### config.mk
export PLATFORM = sky130hd
export DESIGN_NAME = supv_reset_gen
export DESIGN_NICKNAME = d
export VERILOG_FILES = /design/src/rtl/supv_pkg.sv /design/src/rtl/supv_ctrl.sv /design/src/rtl/supv_datapath.sv /design/src/rtl/supv_reset_gen.sv
export SDC_FILE = /design/constraint.sdc
export NUM_CORES = 1
export LEC_CHECK = 0
export ABC_CLOCK_PERIOD_IN_PS = 1400
export CAP_MARGIN = 10
export CORE_UTILIZATION = 53
export DETAILED_ROUTE_END_ITERATION = 8
export DONT_BUFFER_PORTS = 1
export GPL_TIMING_DRIVEN = 0
export HOLD_SLACK_MARGIN = 0.1
export PLACE_DENSITY = 0.72
export SYNTH_ARGS = -nofsm -noshare
export SYNTH_HDL_FRONTEND = slang
export SYNTH_HIERARCHICAL = 1
export SYNTH_SLANG_ARGS = --single-unit
### constraint.sdc
create_clock -name clk -period 1.4 [get_ports clk]
set_input_delay 0.14 -clock clk [delete_from_list [all_inputs] [get_ports clk]]
set_output_delay 0.14 -clock clk [all_outputs]
set_load 0.02 [all_outputs]
### src/rtl/supv_pkg.sv
package supv_pkg;
  typedef struct packed {
    logic clearHold;  // a reset cause is present this cycle
    logic advance;    // no cause, hold interval running
  } holdStrobe_t;
endpackage

### src/rtl/supv_ctrl.sv
module supv_ctrl #(
  parameter int DEB_CYCLES = 4
) (
  input  logic                  clk,
  input  logic                  rstN,
  input  logic                  supplyOk,
  input  logic                  manRstN,
  input  logic                  rstActive,
  output supv_pkg::holdStrobe_t strobes
);
  localparam int DW = $clog2(DEB_CYCLES + 1);

  logic [1:0]    syncSh;
  logic          syncLvl;
  logic          mrStable;
  logic [DW-1:0] debCnt;
  logic          cause;

  assign syncLvl = syncSh[1];

  always_ff @(posedge clk or negedge rstN) begin
    if (!rstN) begin
      syncSh   <= 2'b11;
      mrStable <= 1'b1;
      debCnt   <= '0;
    end else begin
      syncSh <= {syncSh[0], manRstN};
      if (syncLvl != mrStable) begin
        if (debCnt == DW'(DEB_CYCLES - 1)) begin
          mrStable <= syncLvl;
          debCnt   <= '0;
        end else begin
          debCnt <= debCnt + 1'b1;
        end
      end else begin
        debCnt <= '0;
      end
    end
  end

  assign cause             = !supplyOk || !mrStable;
  assign strobes.clearHold = cause;
  assign strobes.advance   = !cause && rstActive;


  deb_accept_chk: assert property (@(posedge clk) disable iff (!rstN)
    !$stable(mrStable) |-> $past(syncLvl != mrStable));


  deb_range_chk: assert property (@(posedge clk) disable iff (!rstN)
    debCnt < DW'(DEB_CYCLES));
endmodule

### src/rtl/supv_datapath.sv
module supv_datapath #(
  parameter int HOLD_A          = 8,
  parameter int HOLD_B          = 16,
  parameter int HOLD_C          = 32,
  parameter bit RST_ACTIVE_HIGH = 1'b1
) (
  input  logic                  clk,
  input  logic                  rstN,
  input  logic [1:0]            holdSel,
  input  supv_pkg::holdStrobe_t strobes,
  output logic                  rstActive,
  output logic                  sysRst
);
  localparam int MAXAB = (HOLD_A > HOLD_B) ? HOLD_A : HOLD_B;
  localparam int MAXH  = (MAXAB > HOLD_C) ? MAXAB : HOLD_C;
  localparam int CW    = $clog2(MAXH + 1);

  logic [CW-1:0] holdCnt;
  logic [CW-1:0] holdTarget;

  always_comb begin
    unique case (holdSel)
      2'd1:    holdTarget = CW'(HOLD_B);
      2'd2:    holdTarget = CW'(HOLD_C);
      default: holdTarget = CW'(HOLD_A);  // 0 and reserved 3
    endcase
  end

  always_ff @(posedge clk or negedge rstN) begin
    if (!rstN) begin
      rstActive <= 1'b1;
      holdCnt   <= '0;
    end else if (strobes.clearHold) begin
      rstActive <= 1'b1;
      holdCnt   <= '0;
    end else if (strobes.advance) begin
      if (holdCnt >= holdTarget - 1'b1) begin
        rstActive <= 1'b0;
        holdCnt   <= '0;
      end else begin
        holdCnt <= holdCnt + 1'b1;
      end
    end
  end

  generate
    if (RST_ACTIVE_HIGH) begin : g_high
      assign sysRst = rstActive;
    end else begin : g_low
      assign sysRst = !rstActive;
    end
  endgenerate


  cause_asserts_chk: assert property (@(posedge clk) disable iff (!rstN)
    strobes.clearHold |=> rstActive);


  cause_clears_hold_chk: assert property (@(posedge clk) disable iff (!rstN)
    strobes.clearHold |=> (holdCnt == '0));


  release_only_idle_chk: assert property (@(posedge clk) disable iff (!rstN)
    $fell(rstActive) |-> $past(strobes.advance));


  hold_no_overflow_chk: assert property (@(posedge clk) disable iff (!rstN)
    holdCnt < CW'(MAXH));
endmodule

### src/rtl/supv_reset_gen.sv
module supv_reset_gen #(
  parameter int DEB_CYCLES      = 4,
  parameter int HOLD_A          = 8,
  parameter int HOLD_B          = 16,
  parameter int HOLD_C          = 32,
  parameter bit RST_ACTIVE_HIGH = 1'b1
) (
  input  logic       clk,
  input  logic       rstN,
  input  logic       supplyOk,
  input  logic       manRstN,
  input  logic [1:0] holdSel,
  output logic       sysRst,
  output logic       earlyWarnN
);
  supv_pkg::holdStrobe_t strobes;
  logic                  rstActive;

  supv_ctrl #(.DEB_CYCLES(DEB_CYCLES)) u_ctrl (
    .clk(clk), .rstN(rstN), .supplyOk(supplyOk), .manRstN(manRstN),
    .rstActive(rstActive), .strobes(strobes)
  );

  supv_datapath #(
    .HOLD_A(HOLD_A), .HOLD_B(HOLD_B), .HOLD_C(HOLD_C),
    .RST_ACTIVE_HIGH(RST_ACTIVE_HIGH)
  ) u_dp (
    .clk(clk), .rstN(rstN), .holdSel(holdSel), .strobes(strobes),
    .rstActive(rstActive), .sysRst(sysRst)
  );

  assign earlyWarnN = supplyOk;


  early_follow_chk: assert property (@(posedge clk) disable iff (!rstN)
    earlyWarnN == supplyOk);
endmodule

After elaboration in Yosys (flattened, before gate mapping)
Index checks and enable logic that the tools add are counted.
{ "op_classes": {"n_eq_ne": 4, "addsub": 3, "n_lt_le_gt_ge": 1, "n_mux": 9, "n_reduce_logical": 9} }
{ "op_table": {"columns": ["op", "n"], "rows": [
  ["2-to-1 mux 6 bit", 3],
  ["case mux 6 bit (2 select lines)", 1],
  ["adder 6 x 1 -> 6 bit (second input constant)", 1],
  ["greater-or-equal comparator 6 bit", 1],
  ["2-to-1 mux 3 bit", 2],
  ["subtractor 6 x 1 -> 6 bit (second input constant)", 1],
  ["AND reduction 2 bit", 2],
  ["nonzero test 2 bit", 2],
  ["adder 3 x 1 -> 3 bit (second input constant)", 1],
  ["equality test 3 x 2 -> 1 bit (second input constant)", 1],
  ["zero test 1 bit", 3],
  ["2-to-1 mux 1 bit", 3],
  ["equality test 2 x 1 -> 1 bit (second input constant)", 1],
  ["equality test 2 bit (second input constant)", 1],
  ["logical AND 1 bit", 1],
  ["logical OR 1 bit", 1],
  ["!= test 1 bit", 1]
]} }
{ "word_totals": {"word_cells": 31, "out_inout_bits": 2, "reg_bits": 13, "inputBits": 6} }

Depth between registers and ports, before layout
Gate-level depths: netlist of the first run.
{ "logic_depth": {"depth_word": 7, "depth_mapped": 8, "ltp_nobuf": 8} }

Modules after synthesis
Netlist of the first run, hierarchy kept.
{ "by_module_without_submodules": {"columns": ["mod", "n_inst", "cells_per_inst", "seq_area_each_um2", "area_per_inst_um2"], "rows": [
  ["supv_datapath", 1, 55, 176.4, 538.0],
  ["supv_ctrl", 1, 16, 153.9, 239.0],
  ["supv_reset_gen", 1, 1, 0.0, 7.5]
]} }

Worst setup path after synthesis of the first run
OpenSTA, ideal clock, no wires.
{ "synth_timing": {"kind": "register to register", "startpoint": "reg u_ctrl.mrStable", "endpoint": "reg u_dp.holdCnt[5]", "period_less_slack_ps": 1473, "arrival_time_ps": 1387, "setup_ps": 87, "setup_slack_ps": -73, "required_ps": 1313, "stages_incl_launch_ff": 8, "path_buffers": 2, "cell_sequence": "dfstp_2 > nand2_1 > buf_4 > buf_6 > o2111ai_4 > nor2_2 > xnor2_1 > a211oi_2"} }
{ "synth_via": {"elab_chain_len": 5, "elab_cells_between_ends": 6, "cone_classes": "mux: 1; reduce/logical: 5"} }
{ "synth_rtl": {"columns": ["element", "line_no", "rtl"], "rows": [
  ["start: declaration", "supv_ctrl.sv:15", "logic mrStable;"],
  ["start signal: assignment", "supv_ctrl.sv:30", "mrStable <= syncLvl;"],
  ["zero test 1 bit *", "supv_ctrl.sv:41", "assign cause = !supplyOk || !mrStable;"],
  ["logical OR 1 bit *", "supv_ctrl.sv:41", null],
  ["named net u_ctrl.cause", "supv_ctrl.sv:17", "logic cause;"],
  ["zero test 1 bit", "supv_ctrl.sv:43", "assign strobes.advance = !cause && rstActive;"],
  ["logical AND 1 bit", "supv_ctrl.sv:43", null],
  ["nonzero test 2 bit (no line)", null, null],
  ["end signal: assignment", "supv_datapath.sv:41", "holdCnt <= holdCnt + 1'b1;"],
  ["end: declaration", "supv_datapath.sv:18", "logic [CW-1:0] holdCnt;"]
]} }
Mark *: on every way through the listed nets, which the timed path passes. The rest lies on a longest branch.
A chain may end at the register's enable or synchronous reset.

Worst setup path after layout of the first run
{ "layout_timing": {"startpoint": "reg u_dp.holdCnt[4]", "endpoint": "reg u_dp.holdCnt[5]"} }
{ "layout_via": {"elab_chain_len": 4, "elab_cells_between_ends": 5, "cone_classes": "add/sub: 1; order compare: 1; mux: 3"} }
{ "layout_rtl": {"columns": ["element", "line_no", "rtl"], "rows": [
  ["adder 6 x 1 -> 6 bit or greater-or-equal comparator 6 bit (tied branches)", "supv_datapath.sv:41, supv_datapath.sv:37", null],
  ["2-to-1 mux 6 bit *", "supv_datapath.sv:37", "if (holdCnt >= holdTarget - 1'b1) begin"],
  ["2-to-1 mux 6 bit *", "supv_datapath.sv:36", "end else if (strobes.advance) begin"],
  ["2-to-1 mux 6 bit *", "supv_datapath.sv:33", "end else if (strobes.clearHold) begin"]
]} }
Every way passes the cells marked *; elsewhere a longest branch is shown, timed or not. The select of a mux whose other input is x is not followed.

==> results of run 1 <==
[worst max-delay path, stage by stage (launching register included)]
cell	delay, ps
dfrtp_1	410
ha_4	230
a21o_1	180
a21oi_4	180
o21ai_4	120
a211oi_2	220
[what timing repair did]
| item | 4_1_cts | 5_1_grt |
|---|---|---|
| pin swaps | 4 | 1 |
| resized for setup | 2 | 5 |
| hold buffers | 2 | 0 |
| setup endpoints to repair | 4 | 7 |
| buffers inserted | 3 | 1 |
| hold endpoints to repair | 14 | 0 |
[metal layers]
layer,track usage [%],share of wire (%)
met5,0,0
met1,23.9,44
met4,5.00,2.4
met3,8.33,3.1
met2,41.7,50
[state kept, by name (all words and copies together) (netlist names)]
| register | flops |
|---|---|
| u_dp/holdCnt | 6 |
| u_ctrl/mrStable | 1 |
| u_ctrl/debCnt | 3 |
| u_dp/rstActive | 1 |
| u_ctrl/syncSh | 2 |
[power breakdown]
part	leakage, nW	internal (W)	switching (W)
Combinational	0.215	0.000139	0.000150
Sequential	0.165	0.000433	0.0000302
Clock	0.0177	0.000106	0.000126
Total	0.398	0.000678	0.000306
[kinds of logic after synthesis]
family	Yosys count
buffers and inverters	11
AOI/OAI and AO/OA	16
DFF	13
xor gates and xnor gates	3
and+or+nand+nor	21
muxes	1
adders and majority gates	7
[worst paths after layout]
| path | startpoint | to | slack [ps] | cells after the start |
|---|---|---|---|---|
| worst max-delay path | u_dp/holdCnt[4] | u_dp/holdCnt[5] | -30 | 5 |
| worst min-delay path | supplyOk | u_dp/holdCnt[2] | 170 | 3 |
| worst max register to register | u_dp/holdCnt[4] | u_dp/holdCnt[5] | -30 | 5 |
| worst min register to register | u_ctrl/syncSh[0] | u_ctrl/syncSh[1] | 360 | 0 |
| max in group asynchronous | rstN | u_ctrl/syncSh[0] | 730 | 1 |
| min in group asynchronous | rstN | u_dp/holdCnt[0] | 290 | 1 |
[cell usage after synthesis, drive strengths merged, types with 2 or more instances]
library cell	count
a211oi	2
buf	5
dfrtp	9
dfstp	4
ha	7
inv	6
nand2	7
nand3	2
nor2	5
nor3b	2
o21ai	4
xnor2	2
[area by class of cell]
type,instances,area (sq um),area share [%]
tap,15,18.8,2.05
buffer,4,33.8,3.70
inverter,6,22.5,2.47
clock buffer,3,22.5,2.47
timing repair buffer,6,50.0,5.48
multi-input combinational,48,430,47.1
clock inverter,1,5.00,0.548
sequential,13,330,36.2
[stage by stage]
stage                     setup TNS (ps)  utilization, %
after floorplan                    -2.70               -
after global placement              -174            61.2
after detailed placement            -249            61.2
after CTS                          -14.8            66.5
after global routing                -282            68.5
final                              -53.7            68.5
==> flow_metrics.env, run 1 <==
export IMPL_drtPass1Iterations=3
export IMPL_slew_headroom_pct=62.3
export IMPL_fp_dieArea_sq_um=1640
export IMPL_routabilityCongestion=0.749
export IMPL_synth_area_top_cells="dfrtp_1 (29%), dfstp_2 (13%), ha_1 (11%), nand2_1 (3.3%), o2111ai_4 (3.3%)"
export IMPL_power_density_nw_per_um2=1080
export IMPL_nets=95
export IMPL_hpwlAfterDp_um=987
export IMPL_finalWorstSetupSlack_ps=-25.5
export IMPL_coreArea_sq_um=1330
export IMPL_yosysWarnings=6
export IMPL_cts_tree="yes"
export IMPL_setup_viol=3
export IMPL_postSynthCellCount=72
export IMPL_grt_max_degree=14
export IMPL_synth_main_ff_cell="dfrtp_1"
export IMPL_wl_per_cell_um=14.5
export IMPL_hold_ws_ps=172
export IMPL_syn_nets=85
export IMPL_place_ws_ps=-90.6
export IMPL_placed_cell_area_sq_um=816
export IMPL_synthAdderAreaFrac_pct=11.2
export IMPL_status="finished with violations"
export IMPL_synthArstFlopShare_pct=100
export IMPL_grt_overflow_total=0
export IMPL_synth_seq_cells=13
export IMPL_yosysTopAreaCell="dfrtp_1"
export IMPL_ys_seq_area_share_pct=42.1
export IMPL_synth_top_area_share_pct=28.7
export IMPL_drt_iter0_drc=8
export IMPL_ios=8
export IMPL_cp_start_kind="flip-flop"
export IMPL_synth_area_sq_um=785
export IMPL_violations="negative setup slack"
export IMPL_synth_top_family_by_area="compound AO/OA/AOI/OAI gates"
export IMPL_layout_cells_most_common_list="dfrtp_1 (9), buf_4 (7), nand2_1 (7)"
export IMPL_drt_wl_total_um=1390
export IMPL_drv_slew=0
export IMPL_fin_cells=96
export IMPL_min_period_ps=1430
export IMPL_die_w_um=40.5
export IMPL_via_count=550
export IMPL_cap_viol_max_count=0
export IMPL_cts_sinks=13
export IMPL_clock_fmax_ghz=0.701
export IMPL_fp_row_count=13
export IMPL_skew_ps=5.23
export IMPL_ant_nets=0
export IMPL_antenna_cells=0
export IMPL_syn_avg_cell_area_sq_um=10.9
export IMPL_area_growth_pct=16.4
export IMPL_muxShareOfSynthArea_pct=1.44
export IMPL_floorplan_initialDensity_pct=58.8
export IMPL_track_usage_pct=22.5
export IMPL_cts_htree_levels=1
export IMPL_dp_cells=87
export IMPL_die_h_um=40.5
export IMPL_insertion_delay_ps=280
export IMPL_nFillCells=112
export IMPL_post_route_period_util_pct=102
export IMPL_hold_path_class="in2reg"
export IMPL_power_w=0.000984
export IMPL_ctsLongestPathBuffers=2
export IMPL_critPathMaxFanout=5
export IMPL_grt_pass1_wl_um=2280
export IMPL_synth_simple_area_share_pct=14.4
export IMPL_drive_gt1_share_pct=34.6
export IMPL_power_leakage_nw=0.398
export IMPL_layout_commonest_cell="dfrtp_1"
export IMPL_via_per_inst=5.73
export IMPL_synth_enable_flop_cells=0
export IMPL_cts_made_buffers=3
export IMPL_synth_compound_area_share_pct=19.0
export IMPL_design_area_sq_um=913
export IMPL_synthXorXnorAreaFrac_pct=3.35
export IMPL_root_buffer="clkbuf_4"
export IMPL_required_ps=1590
export IMPL_clk_pin_slew_ps=80
export IMPL_io_buffer_count=0
export IMPL_end_kind="flip-flop"
export IMPL_rsz0062_at_grt="yes"
export IMPL_arrival_ps=1620
export IMPL_ir_worst_vdd_v=0.000808
export IMPL_max_slew_worst_pin_slew_ps=564
export IMPL_grt_pass1_vias=545
export IMPL_antenna_found_initial=0
export IMPL_synth_distinct_cells=33
export IMPL_worst_setup_path_type="reg2reg"
export IMPL_drc_errors=0
export IMPL_hold_violations=0
Note: power is estimated with default switching activity, not from simulation.
==> run 2, diff against run 1 <==
CAP_MARGIN = not set   (was 10)
CORE_UTILIZATION = 50   (was 53)
PLACE_DENSITY = 0.69   (was 0.72)
SKIP_CTS_REPAIR_TIMING = 1   (was not set)
==> run 2 against run 1 <==
Effect of this change:
- the run still ends with negative setup slack left
- combinational power is 9.0% lower
- sequential cell count stayed put
- clock power hardly changed
- total power is 1.3% lower
- setup slack worse by 38 ps
- critical endpoint unchanged
- largest power group unchanged
==> flow_metrics.env, run 2 (same netlist as run 1, synthesis figures left out) <==
export IMPL_status="finished with violations"
export IMPL_violations="negative setup slack"
export IMPL_die_h_um=41.6
export IMPL_top_register="u_dp/holdCnt"
export IMPL_skew_ps=0.348
export IMPL_root_buffer="clkbuf_4"
export IMPL_drt_iter0_drc=8
export IMPL_routabilityCongestion=0.758
export IMPL_grt_pass1_wl_um=2150
export IMPL_slew_headroom_pct=61.9
export IMPL_finish_utilization_pct=68.2
export IMPL_power_leakage_nw=0.410
export IMPL_grt_pass1_vias=513
export IMPL_slowest_stage="dfrtp_1"
export IMPL_required_ps=1590
export IMPL_antenna_cells=0
export IMPL_ctsLongestPathBuffers=2
export IMPL_coreArea_sq_um=1380
export IMPL_layout_commonest_cell="dfrtp_1"
export IMPL_insertion_delay_ps=270
export IMPL_cts_tree="yes"
export IMPL_fp_row_count=13
export IMPL_cts_made_buffers=3
export IMPL_floorplan_initialDensity_pct=56.7
export IMPL_hold_path_class="in2async"
export IMPL_max_slew_worst_pin_slew_ps=570
export IMPL_fp_dieArea_sq_um=1730
export IMPL_reg2reg_depth=5
export IMPL_die_w_um=41.6
export IMPL_cp_slowest_stage_delay_ps=420
export IMPL_grt_overflow_total=0
export IMPL_finalWorstSetupSlack_ps=-63.9
export IMPL_clk_pin_slew_ps=80
export IMPL_power_density_nw_per_um2=1030
export IMPL_wl_per_cell_um=15.1
export IMPL_ios=8
export IMPL_worst_setup_path_type="reg2reg"
export IMPL_reg2reg_to="u_dp/holdCnt[5]"
export IMPL_crit_start="u_dp/holdCnt[4]"
export IMPL_largestRegisters="u_dp/holdCnt (6), u_ctrl/debCnt (3), u_ctrl/syncSh (2)"
export IMPL_rsz0062_at_grt="yes"
export IMPL_largest_register_ffs=6
export IMPL_cap_viol_max_count=0
export IMPL_setup_viol=4
export IMPL_cp_start_kind="flip-flop"
export IMPL_switchingPower_w=0.000307
export IMPL_layout_cells_most_common_list="dfrtp_1 (8), buf_4 (7), inv_1 (6), nand2_1 (6)"
export IMPL_area_growth_pct=20.3
export IMPL_clock_fmax_ghz=0.683
export IMPL_io_buffer_count=0
export IMPL_reg2reg_from="u_dp/holdCnt[4]"
export IMPL_track_usage_pct=16.3
export IMPL_endpoint="u_dp/holdCnt[5]"
export IMPL_cts_htree_levels=1
export IMPL_crit_chain="ha_4 -> a21o_1 -> a21oi_4 -> o21ai_4 -> a211oi_2"
export IMPL_hold_violations=0
export IMPL_ir_worst_vdd_v=0.000929
export IMPL_power_frac_comb_pct=27.1
export IMPL_drt_wl_total_um=1470
export IMPL_end_kind="flip-flop"
export IMPL_critPathMaxFanout=5
export IMPL_ant_nets=0
export IMPL_cts_sinks=13
export IMPL_min_period_ps=1460
export IMPL_arrival_ps=1650
export IMPL_p_sw_share_pct=31.6
export IMPL_antenna_found_initial=0
export IMPL_via_count=566
export IMPL_drtPass1Iterations=4
export IMPL_drc_errors=0
export IMPL_via_per_inst=5.84
export IMPL_post_route_period_util_pct=105
export IMPL_hpwlAfterDp_um=981
export IMPL_power_internal_w=0.000664
export IMPL_drv_slew=0
export IMPL_nets=96
export IMPL_p_seq_share_pct=49.3
export IMPL_drive_gt1_share_pct=39.0
export IMPL_r2r_setup_slack_ps=-60
export IMPL_grt_max_degree=14
export IMPL_place_ws_ps=-112
export IMPL_clkPwrFrac_pct=23.6
run 2: power by group through the flow:
| stage | Combinational (W) | Clock [W] | Sequential (W) |
|---|---|---|---|
| 6_report | 0.000263 | 0.000229 | 0.000479 |
| 5_1_grt | 0.000296 | 0.000252 | 0.000485 |
| 4_1_cts | 0.000253 | 0.000243 | 0.000469 |
| 3_5_place_dp | 0.000252 | 0 | 0.000476 |
| 3_3_place_gp | 0.000245 | 0 | 0.000472 |
| 2_1_floorplan | 0.000218 | 0 | 0.000466 |
run 2: cell type report:
type	count	area, sq um
Sequential cell	13	332
Fill cell	111	439
Clock buffer	3	22.5
Multi-Input combinational cell	48	449
Inverter	6	22.5
Buffer	3	26.3
Timing Repair Buffer	8	67.6
Tap cell	15	18.8
Clock inverter	1	5.00
run 2: per-layer routing:
layer | wire (um) | track usage [%]
met5 | 0 | 0
met2 | 758 | 26.6
met1 | 657 | 20.9
met4 | 12 | 7.74
met3 | 37 | 2.61
run 2: worst min path at each step:
stage,startpoint,endpoint,slack (ps),cells after the start
6_report,rstN,u_dp/holdCnt[3],300,1
5_1_grt,supplyOk,u_dp/rstActive,320,3
3_5_place_dp,rstN,u_dp/holdCnt[0],-160,0
3_3_place_gp,rstN,u_dp/holdCnt[0],-160,0
4_1_cts,rstN,u_dp/holdCnt[0],-460,0
2_1_floorplan,rstN,u_ctrl/debCnt[0],-160,0
run 2: per-stage QoR:
step	hold WS [ps]	total power [W]	cells	instance area, sq um	TNS (ps)
2_1_floorplan	-156	0.000684	72	797	-2.70
3_5_place_dp	-155	0.000728	87	816	-332
6_report	296	0.000971	97	943	-80.3
3_3_place_gp	-155	0.000716	87	816	-145
5_1_grt	317	0.00103	97	943	-407
4_1_cts	-461	0.000965	91	843	-353
run 2: worst max-delay path: cells and delay by family (launching register included):
family	cells	cell delay [ps]
adders and majority gates	1	240
DFF	1	420
AOI/OAI and AO/OA	4	710
